### config.mk
export PLATFORM = sky130hd
export DESIGN_NAME = blkmove_engine
export DESIGN_NICKNAME = d
export VERILOG_FILES = /design/src/rtl/blkmove_pkg.sv /design/src/rtl/blkmove_stepper.sv /design/src/rtl/blkmove_ctrl.sv /design/src/rtl/blkmove_engine.sv
export SDC_FILE = /design/constraint.sdc
export NUM_CORES = 1
export LEC_CHECK = 0
export BUFFER_PORTS_ARGS = -buffer_cell sky130_fd_sc_hd__buf_2
export CAP_MARGIN = 20
export CORE_ASPECT_RATIO = 0.75
export CORE_UTILIZATION = 55
export DETAILED_ROUTE_END_ITERATION = 12
export PLACE_DENSITY = 0.83
export SLEW_MARGIN = 20
export SYNTH_ARGS = -nofsm -noshare
export SYNTH_HDL_FRONTEND = slang
export SYNTH_HIERARCHICAL = 1
export SYNTH_SLANG_ARGS = --single-unit
### constraint.sdc
create_clock -name clk -period 5.92 [get_ports clk]
set_input_delay 0 -clock clk [delete_from_list [all_inputs] [get_ports clk]]
set_output_delay 0 -clock clk [all_outputs]
set_load 0.005 [all_outputs]
### src/rtl/blkmove_pkg.sv
package blkmove_pkg;
  typedef enum logic [1:0] {
    BM_IDLE = 2'b00,
    BM_RD   = 2'b01,
    BM_WR   = 2'b10
  } bm_state_e;

  localparam logic [1:0] BM_DIR_UP   = 2'b01;
  localparam logic [1:0] BM_DIR_DOWN = 2'b10;
endpackage

### src/rtl/blkmove_stepper.sv
module blkmove_stepper #(
  parameter int W = 16
) (
  input  logic         clk,
  input  logic         rst_n,
  input  logic         load,
  input  logic [W-1:0] load_val,
  input  logic         adv,
  input  logic [1:0]   dir,
  output logic [W-1:0] val
);
  import blkmove_pkg::*;

  logic [W-1:0] val_d;

  always_comb begin
    val_d = val;
    if (load) begin
      val_d = load_val;
    end else if (adv) begin
      case (dir)
        BM_DIR_UP:   val_d = val + {{(W-1){1'b0}}, 1'b1};
        BM_DIR_DOWN: val_d = val - {{(W-1){1'b0}}, 1'b1};
        default:     val_d = val;
      endcase
    end
  end

  always_ff @(posedge clk or negedge rst_n) begin
    if (!rst_n) val <= '0;
    else        val <= val_d;
  end


  ptr_up_chk: assert property (@(posedge clk) disable iff (!rst_n)
    (adv && !load && dir == BM_DIR_UP) |=> val == $past(val) + {{(W-1){1'b0}}, 1'b1});

  ptr_hold_chk: assert property (@(posedge clk) disable iff (!rst_n)
    (adv && !load && (dir == 2'b00 || dir == 2'b11)) |=> $stable(val));
endmodule

### src/rtl/blkmove_ctrl.sv
module blkmove_ctrl (
  input  logic clk,
  input  logic rst_n,
  input  logic start,
  input  logic rep,
  input  logic rdy,
  input  logic last_byte,
  output logic rd_act,
  output logic wr_act,
  output logic load,
  output logic step,
  output logic done,
  output logic busy
);
  import blkmove_pkg::*;

  bm_state_e state_q, state_d;
  logic      done_d;

  always_comb begin
    state_d = state_q;
    load    = 1'b0;
    step    = 1'b0;
    done_d  = 1'b0;
    case (state_q)
      BM_IDLE: if (start) begin
        load    = 1'b1;
        state_d = BM_RD;
      end
      BM_RD: if (rdy) state_d = BM_WR;
      BM_WR: if (rdy) begin
        step = 1'b1;
        if (rep && !last_byte) begin
          state_d = BM_RD;
        end else begin
          state_d = BM_IDLE;
          done_d  = 1'b1;
        end
      end
      default: state_d = BM_IDLE;
    endcase
  end

  always_ff @(posedge clk or negedge rst_n) begin
    if (!rst_n) begin
      state_q <= BM_IDLE;
      done    <= 1'b0;
    end else begin
      state_q <= state_d;
      done    <= done_d;
    end
  end

  assign rd_act = (state_q == BM_RD);
  assign wr_act = (state_q == BM_WR);
  assign busy   = (state_q != BM_IDLE);


  rd_wait_chk: assert property (@(posedge clk) disable iff (!rst_n)
    (rd_act && !rdy) |=> rd_act);

  rd_then_wr_chk: assert property (@(posedge clk) disable iff (!rst_n)
    (rd_act && rdy) |=> wr_act);

  done_pulse_chk: assert property (@(posedge clk) disable iff (!rst_n)
    done |=> !done);

  single_stop_chk: assert property (@(posedge clk) disable iff (!rst_n)
    (step && !rep) |=> (!busy && done));
endmodule

### src/rtl/blkmove_engine.sv
module blkmove_engine #(
  parameter int AW = 16,
  parameter int DW = 8,
  parameter int CW = 16
) (
  input  logic          clk,
  input  logic          rst_n,
  input  logic          start,
  input  logic          repeat_en,
  input  logic [1:0]    src_mode,
  input  logic [1:0]    dst_mode,
  input  logic [AW-1:0] src_init,
  input  logic [AW-1:0] dst_init,
  input  logic [CW-1:0] cnt_init,
  output logic          mem_rd,
  output logic          mem_wr,
  output logic [AW-1:0] mem_addr,
  output logic [DW-1:0] mem_wdata,
  input  logic [DW-1:0] mem_rdata,
  input  logic          mem_rdy,
  output logic [AW-1:0] src_ptr,
  output logic [AW-1:0] dst_ptr,
  output logic [CW-1:0] count,
  output logic          flag_pv,
  output logic          flag_n,
  output logic          flag_h,
  output logic          busy,
  output logic          done
);
  localparam int NPTR = 2;
  localparam logic [CW-1:0] CNT_ONE = {{(CW-1){1'b0}}, 1'b1};

  logic [1:0]    rst_sync;
  logic          rst_s;
  logic          load, step, rd_act, wr_act, last_byte;
  logic          rep_q, rep_d;
  logic [1:0]    sm_q, sm_d, dm_q, dm_d;
  logic [DW-1:0] data_q, data_d;
  logic [CW-1:0] cnt_d, cnt_after;
  logic          pv_d, n_d, h_d;
  logic [AW-1:0] ptr_init [NPTR];
  logic [1:0]    ptr_dir  [NPTR];
  logic [AW-1:0] ptr_val  [NPTR];

  always_ff @(posedge clk or negedge rst_n) begin
    if (!rst_n) rst_sync <= 2'b00;
    else        rst_sync <= {rst_sync[0], 1'b1};
  end
  assign rst_s = rst_sync[1];

  blkmove_ctrl u_ctrl (
    .clk       (clk),
    .rst_n     (rst_s),
    .start     (start),
    .rep       (rep_q),
    .rdy       (mem_rdy),
    .last_byte (last_byte),
    .rd_act    (rd_act),
    .wr_act    (wr_act),
    .load      (load),
    .step      (step),
    .done      (done),
    .busy      (busy)
  );

  assign ptr_init[0] = src_init;
  assign ptr_init[1] = dst_init;
  assign ptr_dir[0]  = sm_q;
  assign ptr_dir[1]  = dm_q;

  for (genvar g = 0; g < NPTR; g++) begin : g_ptr
    blkmove_stepper #(.W(AW)) u_step (
      .clk      (clk),
      .rst_n    (rst_s),
      .load     (load),
      .load_val (ptr_init[g]),
      .adv      (step),
      .dir      (ptr_dir[g]),
      .val      (ptr_val[g])
    );
  end

  assign src_ptr   = ptr_val[0];
  assign dst_ptr   = ptr_val[1];
  assign cnt_after = count - CNT_ONE;
  assign last_byte = (count == CNT_ONE);

  always_comb begin
    rep_d  = rep_q;
    sm_d   = sm_q;
    dm_d   = dm_q;
    cnt_d  = count;
    data_d = data_q;
    pv_d   = flag_pv;
    n_d    = flag_n;
    h_d    = flag_h;
    if (load) begin
      rep_d = repeat_en;
      sm_d  = src_mode;
      dm_d  = dst_mode;
      cnt_d = cnt_init;
    end
    if (rd_act && mem_rdy) data_d = mem_rdata;
    if (step) begin
      cnt_d = cnt_after;
      n_d   = 1'b0;
      h_d   = 1'b0;
      pv_d  = !rep_q && (cnt_after != '0);
    end
  end

  always_ff @(posedge clk or negedge rst_s) begin
    if (!rst_s) begin
      rep_q   <= 1'b0;
      sm_q    <= 2'b00;
      dm_q    <= 2'b00;
      count   <= '0;
      data_q  <= '0;
      flag_pv <= 1'b0;
      flag_n  <= 1'b0;
      flag_h  <= 1'b0;
    end else begin
      rep_q   <= rep_d;
      sm_q    <= sm_d;
      dm_q    <= dm_d;
      count   <= cnt_d;
      data_q  <= data_d;
      flag_pv <= pv_d;
      flag_n  <= n_d;
      flag_h  <= h_d;
    end
  end

  assign mem_rd    = rd_act;
  assign mem_wr    = wr_act;
  assign mem_addr  = wr_act ? dst_ptr : src_ptr;
  assign mem_wdata = data_q;


  cnt_dec_chk: assert property (@(posedge clk) disable iff (!rst_s)
    (mem_wr && mem_rdy) |=> count == $past(count) - CNT_ONE);

  flag_clr_chk: assert property (@(posedge clk) disable iff (!rst_s)
    (mem_wr && mem_rdy) |=> (!flag_n && !flag_h));

  wr_wait_chk: assert property (@(posedge clk) disable iff (!rst_s)
    (mem_wr && !mem_rdy) |=> (mem_wr && $stable(mem_addr) && $stable(mem_wdata)));

  busy_ignore_chk: assert property (@(posedge clk) disable iff (!rst_s)
    (busy && start && !mem_rdy) |=> ($stable(count) && $stable(src_ptr) && $stable(dst_ptr)));
endmodule

==> summary.txt <==
Run status
  • Outcome: complete, no violations

Clocking
  • Worst-case clock buffer depth: 2
  • Number of buffers added by the clock tree synthesis step: 9
  • # H-tree levels: 3
  • CTS tree: done
  • CTS clk-pin slew, worst paths: 60 ps
  • CTS sink cnt: 67
  • Skew-Pair Late Insertion Delay: 340 ps
  • Root Driver: clkbuf_16

Setup path
  • WS Path Type: register to register
  • Largest stage delay on the critical path: 590 ps
  • R2R Path Start: sm_q[0]
  • Slowest stage cell, crit path: nand2b_1
  • Stages on worst setup path: 8
  • CP endpoint kind: register
  • Worst EP arrival: 3350 ps
  • Reg-to-Reg End: g_ptr[0].u_step/val[14]
  • Crit start category: register
  • Ordered list of cells on the worst path: nand2b_1 -> xnor2_1 -> ha_1 -> nand3_1 -> or4_4 -> a221o_1 -> o2111ai_1 -> or3b_1
  • CP max FO: 17
  • Worst path required time: 6130 ps
  • CP delay by family, top: simple AND/OR/NAND/NOR gates
  • R2R Setup Slk: 2770 ps
  • CP Buf/Inv Count: 0
  • Register-to-Register Path Depth: 8

Worst hold path
  • WHS Endpoint: count[1]
  • Min-Delay Startpoint: cnt_init[1]
  • Worst Hold Class: input pin to register
  • WHS Path Cells: 4

Yosys
  • Seq/Total Area, Yosys: 32.4%
  • Synth Instances: 604
  • Mean Syn Cell Area: 8.57 µm²
  • Distinct cells, synth: 77
  • Number of flops mapped to enable cells by yosys: 0
  • Cell area after synthesis: 5180 µm²
  • Ys flop type: dfrtp_1
  • Yosys reg bits: 67
  • Ys async rst share: 100%
  • Synth warn: 6

Floorplanning
  • Core Region: 9080 µm²
  • Row count: 30
  • Starting Density: 57.0%
  • Die width: 114 µm
  • DIE AREA: 9810 µm²
  • Die H: 86.0 µm
  • Ports: 144

STA
  • Post-layout minimum cycle time: 3150 ps
  • Ratio of final minimum period to clock period: 53.1%
  • Worst slew pin tran: 1070 ps
  • Fmax: 318 MHz
  • Unrepaired setup endpoints after global routing: false
  • Setup_tns: 0 ps
  • Final WS setup: 2770 ps
  • Hold Fails Final Rpt: 0
  • # setup viols final: 0
  • Relative slew margins: 28.0%
  • Max-slew violation count: 0
  • Setup Skew: 6.70 ps

Routing
  • DRC viols: 0
  • Routed len/inst: 18.9 µm
  • Vias/cell: 6.25
  • DRT Pass-1 Iters: 6
  • Via count: 5683
  • Routed Antenna Nets: 0
  • First DRT Iteration DRCs: 628
  • Routed wire length: 17200 µm

Power and ir drop
  • Cell Pwr Density: 482 nW/µm²
  • Worst VDD drop: 256 µV
  • Pwr Total: 3260 µW
  • Leakage: 0.00277 µW

Placement
  • Routability cong.: 0.989
  • Setup WS pre-CTS: 2850 ps
  • IO Port Bufs: 141
  • Post-DP HPWL: 11500 µm

Global route
  • Total grt overflow: 0
  • First-pass GRT wire length: 27000 µm
  • Initial antenna violation count: 0
  • Vias in the first global route: 5256
  • Gr usage total: 35.3%
  • Pin count of the biggest net entering global routing: 49

Run
  • Max Cap Viol: 0

Cells and area
  • Proportion of layout cells with a drive suffix above 1: 28.3%
  • Nets: 847
  • Antenna diode count: 0
  • Core Util, Final: 74.6%
  • Syn-to-layout area delta: 30.8%
[kinds of logic (layout without fill, tap and decap cells)]
group / after synthesis / in the layout / synth area share, %
buf+inv: 57 / 234 / 4.98
simple gates: 266 / 266 / 29.4
xor+xnor: 23 / 23 / 3.89
other cells: 2 / 3 / 0.145
fa+ha+maj: 5 / 5 / 1.21
mux: 38 / 38 / 8.15
flops: 67 / 67 / 32.4
compound gates: 146 / 146 / 19.8
[through the flow]
step	cell area [µm²]	hold slack, ps	cells
2_1_floorplan	5180	-296	605
3_3_place_gp	5880	-212	833
3_5_place_dp	5880	-212	833
4_1_cts	6770	11.1	910
5_1_grt	6770	43.4	910
6_report	6770	20.4	910
[report_power, final]
group	internal (µW)	switching (µW)
Clock	300	222
Sequential	668	502
Combinational	760	811
[layer usage]
| metal | track usage (%) | routed length [µm] | up-vias |
|---|---|---|---|
| li1 | - | - | 2601 |
| met1 | 48.5 | 7310 | 2669 |
| met2 | 55.2 | 7870 | 351 |
| met3 | 6.29 | 1520 | 62 |
| met4 | 14.0 | 498 | 0 |
| met5 | 0 | 0 | - |
[cells in the final DEF (no fill, tap or decap), types with 14 or more instances in the layout]
master           n
a21oi_1         24
buf_2          141
dfrtp_1         66
dlygate4sd3_1   61
mux2_2          33
nand2_1         66
nand3_1         16
nand4_1         16
nor2_1          45
nor2b_1         14
nor3_1          17
nor4b_1         14
o21ai_1         22
or3_1           15
[worst register-to-register path: cells and delay by family (launching register included)]
family | cells | cell delay (ps)
XOR/XNOR | 1 | 200
flip-flops | 1 | 490
adder cells (fa/ha/maj) | 1 | 330
AO/OA/AOI/OAI | 2 | 420
AND/OR/NAND/NOR | 4 | 1590
[layout make-up]
| cell class | count | area (µm²) |
|---|---|---|
| fillers | 727 | 2310 |
| inverters | 11 | 41.3 |
| clock inverters | 6 | 47.5 |
| flip-flops and latches | 67 | 1680 |
| repair buffers | 207 | 1350 |
| well taps | 128 | 160 |
| multi-input cells | 481 | 3250 |
| clock buffers | 10 | 239 |
[flip-flops by register name (all words and copies together) (netlist names)]
signal / cells
mem_wdata: 8
u_ctrl/state_q: 2
g_ptr.u_step/val: 32
dm_q: 2
count: 16
rep_q: 1
rst_sync: 2
sm_q: 2
flag_pv: 1
u_ctrl/done: 1
[what timing repair did]
action / in CTS / in global routing
setup endpoints to repair: 0 / 0
endpoints found under the hold margin: 61 / 0
hold buffers: 61 / 0
resized for setup: 0 / 0
buffers inserted: 0 / 0
[how the worst max path moves through the flow]
stage,from,endpoint,slack (ps)
floorplan,sm_q[0],g_ptr[0].u_step/val[14],3090
global placement,sm_q[0],g_ptr[0].u_step/val[14],2940
detailed placement,sm_q[0],g_ptr[0].u_step/val[14],2850
CTS,sm_q[0],g_ptr[0].u_step/val[14],2840
global route,sm_q[0],g_ptr[0].u_step/val[14],2630
finish,sm_q[0],g_ptr[0].u_step/val[14],2770
[cells in the mapped netlist (7+ instances only)]
cell type  count  share of area [%]
nand2_1       66                4.8
xor2_1        11                1.9
or3_1         15                1.8
clkbuf_1      26                1.9
a21oi_1       24                2.3
inv_1         11               0.80
a211oi_1      11                1.6
o21ai_0       13                1.3
dfrtp_1       67                 32
nor4b_1       14                2.4
nor2b_1       14                1.7
buf_2          9               0.87
nor4_1         7               0.85
nand3_1       16                1.5
a22oi_1        7                1.0
mux2_2        33                7.2
o211ai_1      12                1.7
xnor2_1       12                2.0
nor2_1        46                3.3
nor3_1        17                1.6
o21ai_1       22                2.1
nand4_1       16                1.9
No activity file was read; power rests on OpenSTA's default activity.
